--- config.mk ---
export PLATFORM = sky130hd
export DESIGN_NAME = sine_wave_gen
export DESIGN_NICKNAME = d
export VERILOG_FILES = /design/src/rtl/sinegen_pkg.sv /design/src/rtl/sinegen_addr_ctr.sv /design/src/rtl/sinegen_rom.sv /design/src/rtl/sinegen_strobe.sv /design/src/rtl/sine_wave_gen.sv
export SDC_FILE = /design/constraint.sdc
export NUM_CORES = 1
export LEC_CHECK = 0
export BUFFER_PORTS_ARGS = -buffer_cell sky130_fd_sc_hd__buf_4
export CAP_MARGIN = 20
export CORE_ASPECT_RATIO = 1.25
export CORE_MARGIN = 8
export CORE_UTILIZATION = 50
export CTS_CLUSTER_DIAMETER = 150
export DETAILED_ROUTE_END_ITERATION = 8
export HOLD_SLACK_MARGIN = 0.1
export PLACE_DENSITY_LB_ADDON = 0.25
export SLEW_MARGIN = 20
export SYNTH_ARGS = -nofsm -noshare
export SYNTH_HDL_FRONTEND = slang
export SYNTH_SLANG_ARGS = --single-unit
export TNS_END_PERCENT = 5
--- constraint.sdc ---
create_clock -name clk -period 6.05 [get_ports clk]
set_clock_uncertainty 0.05 [all_clocks]
set_input_delay 0.9075 -clock clk [delete_from_list [all_inputs] [get_ports clk]]
set_output_delay 0.9075 -clock clk [all_outputs]
set_load 0.01 [all_outputs]
--- src/rtl/sinegen_pkg.sv ---
// sinegen_pkg: shared constants and the elaboration-time sine table function.
// Assumes the function is only called with constant arguments, so the real
// arithmetic is folded away before any hardware is built.
package sinegen_pkg;

    localparam real TWO_PI = 6.283185307179586;

    // One offset-binary sine entry: floor(mid + half_span * sin(2*pi*idx/depth)).
    function automatic int sine_entry(input int idx, input int addr_w, input int data_w);
        real full_code;
        real half_span;
        real mid_code;
        real angle;
        real value;
        int  code;
        full_code = real'((1 << data_w) - 1);
        half_span = full_code / 2.0;
        mid_code  = real'(1 << (data_w - 1));
        angle     = TWO_PI * real'(idx) / real'(1 << addr_w);
        value     = $floor(mid_code + half_span * $sin(angle));
        code      = $rtoi(value);
        if (code < 0) begin
            code = 0;
        end
        if (code > (1 << data_w) - 1) begin
            code = (1 << data_w) - 1;
        end
        return code;
    endfunction

endpackage

--- src/rtl/sinegen_addr_ctr.sv ---
// sinegen_addr_ctr: wrapping table address counter.
// Advances by one on each enabled clock and wraps naturally at 2**ADDR_W.
// Assumes a synchronous active-low reset that returns the address to zero.
module sinegen_addr_ctr #(
    parameter int ADDR_W = 8
) (
    input  logic              clk,
    input  logic              rst_n,
    input  logic              step_en,
    output logic [ADDR_W-1:0] addr_o,
    output logic              at_origin_o
);

    logic [ADDR_W-1:0] addr_q;

    // Step the address on enable; hold otherwise.
    always_ff @(posedge clk) begin
        if (!rst_n) begin
            addr_q <= '0;
        end else if (step_en) begin
            addr_q <= addr_q + ADDR_W'(1);
        end
    end

    // Flag the first entry of the table for the strobe stage.
    always_comb begin
        at_origin_o = (addr_q == '0);
    end

    assign addr_o = addr_q;

endmodule

--- src/rtl/sinegen_rom.sv ---
// sinegen_rom: full-cycle sine table with a registered read port.
// The table is computed at elaboration time from sinegen_pkg::sine_entry.
// The output register loads only on enabled clocks and resets to midscale.
module sinegen_rom #(
    parameter int ADDR_W = 8,
    parameter int DATA_W = 8
) (
    input  logic              clk,
    input  logic              rst_n,
    input  logic              rd_en,
    input  logic [ADDR_W-1:0] addr_i,
    output logic [DATA_W-1:0] data_o
);

    localparam int DEPTH = 1 << ADDR_W;
    localparam logic [DATA_W-1:0] MIDSCALE = DATA_W'(1 << (DATA_W - 1));

    logic [DATA_W-1:0] table_w [DEPTH];
    logic [DATA_W-1:0] data_q;

    // Each table entry is a constant computed at elaboration time.
    for (genvar g = 0; g < DEPTH; g++) begin : g_tbl
        assign table_w[g] = DATA_W'(sinegen_pkg::sine_entry(g, ADDR_W, DATA_W));
    end

    // Register the addressed entry on enabled clocks.
    always_ff @(posedge clk) begin
        if (!rst_n) begin
            data_q <= MIDSCALE;
        end else if (rd_en) begin
            data_q <= table_w[addr_i];
        end
    end

    assign data_o = data_q;

endmodule

--- src/rtl/sinegen_strobe.sv ---
// sinegen_strobe: period-start marker aligned with the registered sample.
// It is high for one clock after an enabled read of index zero.
// Assumes at_origin_i describes the address used by the same enabled read.
module sinegen_strobe (
    input  logic clk,
    input  logic rst_n,
    input  logic step_en,
    input  logic at_origin_i,
    output logic strobe_o
);

    logic strobe_q;

    // Raise the strobe only for an enabled read of index zero.
    always_ff @(posedge clk) begin
        if (!rst_n) begin
            strobe_q <= 1'b0;
        end else begin
            strobe_q <= step_en & at_origin_i;
        end
    end

    assign strobe_o = strobe_q;

endmodule

--- src/rtl/sine_wave_gen.sv ---
// sine_wave_gen: counter-addressed sine waveform generator.
// A wrapping counter addresses a full-cycle table. Samples and the
// period-start strobe are registered and move forward only on sample_en.
// Assumes clk is the sample clock and rst_n is synchronous, active low.
module sine_wave_gen #(
    parameter int ADDR_W = 8,
    parameter int DATA_W = 8
) (
    input  logic              clk,
    input  logic              rst_n,
    input  logic              sample_en,
    output logic [DATA_W-1:0] sample_o,
    output logic              period_start_o
);

    logic [ADDR_W-1:0] addr_q;
    logic              at_origin;

    sinegen_addr_ctr #(.ADDR_W(ADDR_W)) ctr_i (
        .clk         (clk),
        .rst_n       (rst_n),
        .step_en     (sample_en),
        .addr_o      (addr_q),
        .at_origin_o (at_origin)
    );

    sinegen_rom #(.ADDR_W(ADDR_W), .DATA_W(DATA_W)) rom_i (
        .clk    (clk),
        .rst_n  (rst_n),
        .rd_en  (sample_en),
        .addr_i (addr_q),
        .data_o (sample_o)
    );

    sinegen_strobe strobe_i (
        .clk         (clk),
        .rst_n       (rst_n),
        .step_en     (sample_en),
        .at_origin_i (at_origin),
        .strobe_o    (period_start_o)
    );

endmodule

==> flow_summary_export.csv, run 1 <==
group,metric,value,unit
floorplan,coreArea,0.005405,mm^2
pwr,power.switching_fraction,37.50,%
floorplan,floorplan.rows,30,
logic_synthesis,synthMuxAreaShare,7.937,%
logic_synthesis,synth-compound-area-share,38.34,%
clock_network,cts_setup_buffers,0,
setup_path,cp-end-kind,"flip-flop",
place,port-buffer-count,11,
global_routing,grt_first_pass_wirelength,14460,um
clock_network,cts.clk_slew.worst_paths,80,ps
finish,layout.filler_cells,542,
clock_network,root_buffer,"clkbuf_8",
finish,insertedDiodeCount,0,
logic_synthesis,synth_fa_ha_area_share,6.726,%
clock_network,cts-root-to-sink-buffers,2,
pwr,internal_power,212.3,uW
timing,finalMaxSlewViolations,0,
floorplan,design.portCount,12,
clock_network,number_of_levels_the_h_tree_was_split_into,1,
drt,detail_route.drc_violations,0,
finish,layout_common_cells,"34 x a21oi_1, 32 x o21ai_0, 27 x nand2_1, 18 x nor2_1, 16 x buf_4",
pwr,sequentialPowerShare,36.9,%
floorplan,floorplan.initialDensity,51.62,%
logic_synthesis,dominant_cell_type_by_area_after_synthesis,"dfxtp_1",
timing,max_freq,278.0,MHz
logic_synthesis,ys_async_sr_fraction,0,%
drt,final_antenna_net_count,0,
job,max_cap_viol_count,0,
drt,drt_first_pass_iters,5,
logic_synthesis,yosys_register_bits,17,
finish,multiInputGateArea,0.002163,mm^2
global_routing,antenna_found_initial,0,
logic_synthesis,synth.net_count,408,
clock_network,tritoncts,"built",
setup_path,worst_ep_required_time,6160,ps
pwr,irDropWorstVdd,0.1268,mV
global_routing,grt_max_degree,69,
logic_synthesis,synth_area_per_cell,7.154,um^2
timing,maxSlewHeadroom,42.97,%
min_path,holdCritPathClass,"reg2reg",
global_routing,globalRouteTotalUtil,20.74,%
floorplan,chipHeight,99.52,um
clock_network,cts_inserted_buffers,3,
timing,finalSetupViolCount,0,
logic_synthesis,edff_count_synth,0,
place,dp_hpwl,6094,um
clock_network,cts_sinks,17,
logic_synthesis,synth-simple-area-share,22.65,%
logic_synthesis,seq_area_frac_synth,12.20,%
logic_synthesis,mapped_cells,390,
place,gp_routability_congestion,0.9343,
place,dp_cells,423,
drt,wl_per_cell,21.22,um
logic_synthesis,syn_area,0.002790,mm^2
pwr,static_leak,0.001003,uW
timing,tightestPinTransition,854.2,ps
timing,grt_setup_unrepaired,"no",
timing,fin_crit_sh,59.45,%
logic_synthesis,synth_top_cells_by_area,"dfxtp_1 12%, ha_1 6.7%, a21oi_1 6.1%",
global_routing,grt_overflow_total,0,
drt,finalWirelength,9061,um
drt,number_of_vias_per_cell,7.237,
finish,num-nets-final,382,
timing,timing.final.crit_period,3597,ps
logic_synthesis,ys_dominant_reg_cell,"dfxtp_1",
logic_synthesis,synthXorXnorAreaFrac,1.883,%
setup_path,timing.critical_path.arrival,3700,ps
finish,final_layout_size_suffix_gt1_share,10.74,%
pwr,clockPowerShare,26.2,%
timing,finalHoldViolCount,0,
finish,final-instance-count-excl-fill,427,
status,status,"finished, final reports clean",
setup_path,timing.setup.critical_path_class,"reg2reg",
clock_network,clock_insertion_delay_worst_skew,260,ps
drt,initialDrtViolationCount,480,
pwr,cellPowerDensity,121.1,mW/mm^2
pwr,p_comb_share,36.9,%
floorplan,dieArea,0.008242,mm^2
logic_synthesis,synth_top_family_by_area,"compound AO/OA/AOI/OAI gates",
pwr,p_sw,127.3,uW
floorplan,die_width,82.82,um
global_routing,grt_pass1_vias,2809,
logic_synthesis,yosys.cell_types.count,67,
timing,tns,0,ps
setup_path,cp_max_fo,22,
finish,layout-area-overhead-vs-synth,0.5381,%
logic_synthesis,area_fraction_of_the_dominant_cell_type_after_synthesis,12.20,%
logic_synthesis,warnings_synthesis,0,
clock_network,hold_buffers,0,
drt,detailroute.via_count,3090,
finish,final-seq-area,344.1,um^2
setup_path,startpoint_type,"flip-flop",
finish,leading_cell_type_in_the_layout_fill_and_taps_excluded,"a21oi_1",
clock_network,post_cts_resized,0,
[through the flow]
| step | hold WS [ps] | total power [uW] | setup WS [ps] | util [%] | instance area (um^2) |
|---|---|---|---|---|---|
| finish | 481.4 | 339.6 | 2453 | 51.90 | 2805 |
| floorplan | 465.2 | 217.0 | 3325 | - | 2790 |
| global route | 508.8 | 353.4 | 2252 | 51.90 | 2805 |
| CTS | 481.2 | 337.2 | 2558 | 51.90 | 2805 |
| detailed placement | 457.7 | 247.8 | 2561 | 51.06 | 2760 |
| global placement | 418.4 | 247.1 | 2664 | 51.06 | 2760 |
[per-layer routing]
layer / track usage, % / wire length [um] / up-vias
li1: - / - / 1410
met1: 24.94 / 3733 / 1438
met2: 33.69 / 4162 / 203
met3: 2.617 / 632 / 39
met4: 13.82 / 531 / 0
met5: 0 / 0 / -
[registers in the layout, summed over array words and instances, names as in the netlist]
signal and cells:
ctr_i.addr_o 8, rom_i.data_o 8, strobe_i.strobe_o 1
[layout make-up]
class / instances / area share, %
tap: 64 / 2.855
clock buffer: 4 / 1.606
timing repair buffer: 16 / 4.282
sequential: 17 / 12.27
inverter: 14 / 1.873
multi-input combinational: 312 / 77.12
[logic make-up (layout without fill, tap and decap cells)]
family	after synthesis	count (layout)
flip-flops	17	17
XOR/XNOR	6	6
AND/OR/NAND/NOR	120	120
adder cells (fa/ha/maj)	15	15
buffers and inverters	61	34
multiplexers	17	17
AO/OA/AOI/OAI	154	154
[power groups by stage]
stage,Clock (uW),Sequential [uW],Combinational (uW)
floorplan,0,123,94.5
global placement,0,127,120
detailed placement,0,127,121
CTS,90.9,125,122
global route,94.0,126,133
finish,89.1,125,125
[worst max-delay path, cell delays in order, from the launching register on]
cell	delay, ps
dfxtp_1	820
inv_1	390
ha_1	750
inv_1	170
mux4_2	490
a221o_1	350
nand4b_1	90
a41oi_1	130
a211o_1	240
[worst paths after layout]
kind / startpoint / end / slack, ps / cells past startpoint
worst max register to register: ctr_i.addr_o[1] / rom_i.data_o[1] / 2450 / 8
worst min-delay path: rom_i.data_o[7] / rom_i.data_o[7] / 480 / 2
worst max-delay path: ctr_i.addr_o[1] / rom_i.data_o[1] / 2450 / 8
worst min register to register: rom_i.data_o[7] / rom_i.data_o[7] / 480 / 2
[synth_stat cells, drive strengths merged (2+ instances only)]
cell type	instances
a2111oi	7
a211o	2
a211oi	7
a21boi	2
a21o	3
a21oi	34
a221o	3
a221oi	5
a22oi	3
a311oi	11
a31o	3
a31oi	7
and2	5
and3	2
buf	28
clkbuf	19
dfxtp	17
ha	15
inv	14
mux2i	12
mux4	4
nand2	28
nand2b	14
nand3	9
nand4	3
nand4b	2
nor2	20
nor2b	13
nor3	9
nor3b	2
o211ai	7
o21a	6
o21ai	36
o311a	2
o311ai	5
o31ai	2
or2	4
or3	3
or4	3
xnor2	3
xor2	3
Power figures use the tool's default switching activity.
==> run 2: changes to the inputs <==
Clock period 6.05 ns to 3.3 ns, I/O delays scaled along.
==> run 2 against run 1 <==
Against the previous run:
- core utilization increased by 1.5 points
- clock power increased by 94%
- critical path type unchanged
- largest power group is now combinational logic
- die area did not move
==> flow_summary_export.csv, run 2 (synthesis results as in run 1) <==
group,metric,value,unit
status,status,"finished, final reports clean",
drt,detailroute.via_count,3142,
floorplan,chipHeight,99.52,um
job,max_cap_viol_count,0,
clock_network,cts_inserted_buffers,3,
finish,insertedDiodeCount,0,
global_routing,globalRouteTotalUtil,22.46,%
place,port-buffer-count,11,
min_path,holdCritPathClass,"reg2reg",
floorplan,die_width,82.82,um
clock_network,cts_setup_buffers,0,
pwr,cellPowerDensity,222.3,mW/mm^2
finish,leading_cell_type_in_the_layout_fill_and_taps_excluded,"a21oi_1",
place,dp_hpwl,6672,um
clock_network,root_buffer,"clkbuf_8",
clock_network,tritoncts,"built",
drt,finalWirelength,9711,um
pwr,static_leak,0.001054,uW
setup_path,rr_startpoint,"ctr_i.addr_o[0]",
clock_network,number_of_levels_the_h_tree_was_split_into,1,
setup_path,timing.setup.critical_path_class,"reg2reg",
finish,final_layout_size_suffix_gt1_share,13.17,%
setup_path,cp_max_fo,11,
floorplan,floorplan.initialDensity,51.62,%
timing,finalMaxSlewViolations,0,
drt,wl_per_cell,22.27,um
setup_path,worst_setup_path_startpoint,"ctr_i.addr_o[0]",
timing,tightestPinTransition,786.6,ps
timing,finalHoldViolCount,0,
finish,postLayoutCoreUtil,53.40,%
finish,num-nets-final,391,
timing,max_freq,368.5,MHz
floorplan,coreArea,0.005405,mm^2
drt,final_antenna_net_count,0,
timing,whs,448.5,ps
clock_network,cts-root-to-sink-buffers,2,
timing,maxSlewHeadroom,47.49,%
timing,finalSetupViolCount,0,
drt,initialDrtViolationCount,377,
finish,layout_common_cells,"34 x a21oi_1, 32 x o21ai_0, 27 x nand2_1, 24 x buf_4, 18 x nor2_1",
timing,grt_setup_unrepaired,"no",
setup_path,timing.critical_path.arrival,2830,ps
clock_network,cts.clk_slew.worst_paths,80,ps
timing,timing.final.crit_period,2714,ps
clock_network,clock_insertion_delay_worst_skew,270,ps
clock_network,post_cts_resized,0,
clock_network,hold_buffers,0,
global_routing,grt_first_pass_wirelength,15390,um
clock_network,cts_sinks,17,
floorplan,floorplan.rows,30,
global_routing,antenna_found_initial,0,
global_routing,grt_overflow_total,0,
setup_path,cp-end-kind,"flip-flop",
floorplan,design.portCount,12,
global_routing,grt_max_degree,68,
floorplan,dieArea,0.008242,mm^2
drt,detail_route.drc_violations,0,
global_routing,grt_pass1_vias,2850,
min_path,timing.hold.worst.start,"rom_i.data_o[7]",
place,gp_routability_congestion,0.9387,
drt,drt_first_pass_iters,5,
setup_path,startpoint_type,"flip-flop",
pwr,irDropWorstVdd,0.1342,mV
timing,fin_crit_sh,82.24,%
setup_path,worst_ep_required_time,3410,ps
drt,number_of_vias_per_cell,7.206,
timing,tns,0,ps
pwr,report.power.total,641.8,uW
finish,layout-area-overhead-vs-synth,3.453,%
-- run 2: cell count changes in the layout (fill, tap and decap cells not counted) --
| cell | delta |
|---|---|
| clkbuf_1 | -1 |
| buf_4 | +8 |
| buf_12 | +1 |
| clkinv_2 | +1 |
-- run 2: worst max-delay path: stages, from the launching register on --
cell and delay, ps:
dfxtp_1 500, inv_2 130, ha_1 500, inv_1 140, mux4_2 490, a221o_1 350, nand4b_1 90, a41oi_1 120
a211o_1 240
-- run 2: area by class of cell --
| type | instances | area, um^2 |
|---|---|---|
| clock buffers | 3 | 41.29 |
| clock inverters | 1 | 5.005 |
| fillers | 549 | 2519 |
| inverters | 14 | 52.55 |
| multi-input cells | 312 | 2163 |
| flip-flops and latches | 17 | 344.1 |
| well taps | 64 | 80.08 |
| repair buffers | 25 | 200.2 |
-- run 2: final timing paths --
path	end	slack (ps)	cells after the start
setup reg to reg	rom_i.data_o[1]	590	8
setup / recovery	rom_i.data_o[1]	590	8
hold / removal	rom_i.data_o[7]	450	2
hold reg to reg	rom_i.data_o[7]	450	2
-- run 2: stage by stage --
step,setup WS [ps],area (um^2),std cells
3_3_place_gp,702.2,2840,432
5_1_grt,430.3,2887,436
6_report,586.1,2887,436
4_1_cts,613.4,2887,436
2_1_floorplan,575.4,2790,390
3_5_place_dp,606.2,2840,432
-- run 2: where the power goes --
group          internal (uW)  total (uW)  switching (uW)  leakage [uW]
Combinational           98.3         249             151      0.000889
Clock                   84.3         173            88.8     0.0000255
Sequential               212         220            7.88      0.000140
Total                    394         642             247       0.00105
-- run 2: layer usage --
metal / up-vias / routed length, um / global-route usage, %
met3: 43 / 717 / 2.126
met2: 189 / 4571 / 37.95
met5: - / 0 / 0
met4: 0 / 573 / 12.87
met1: 1479 / 3849 / 26.98
li1: 1431 / - / -
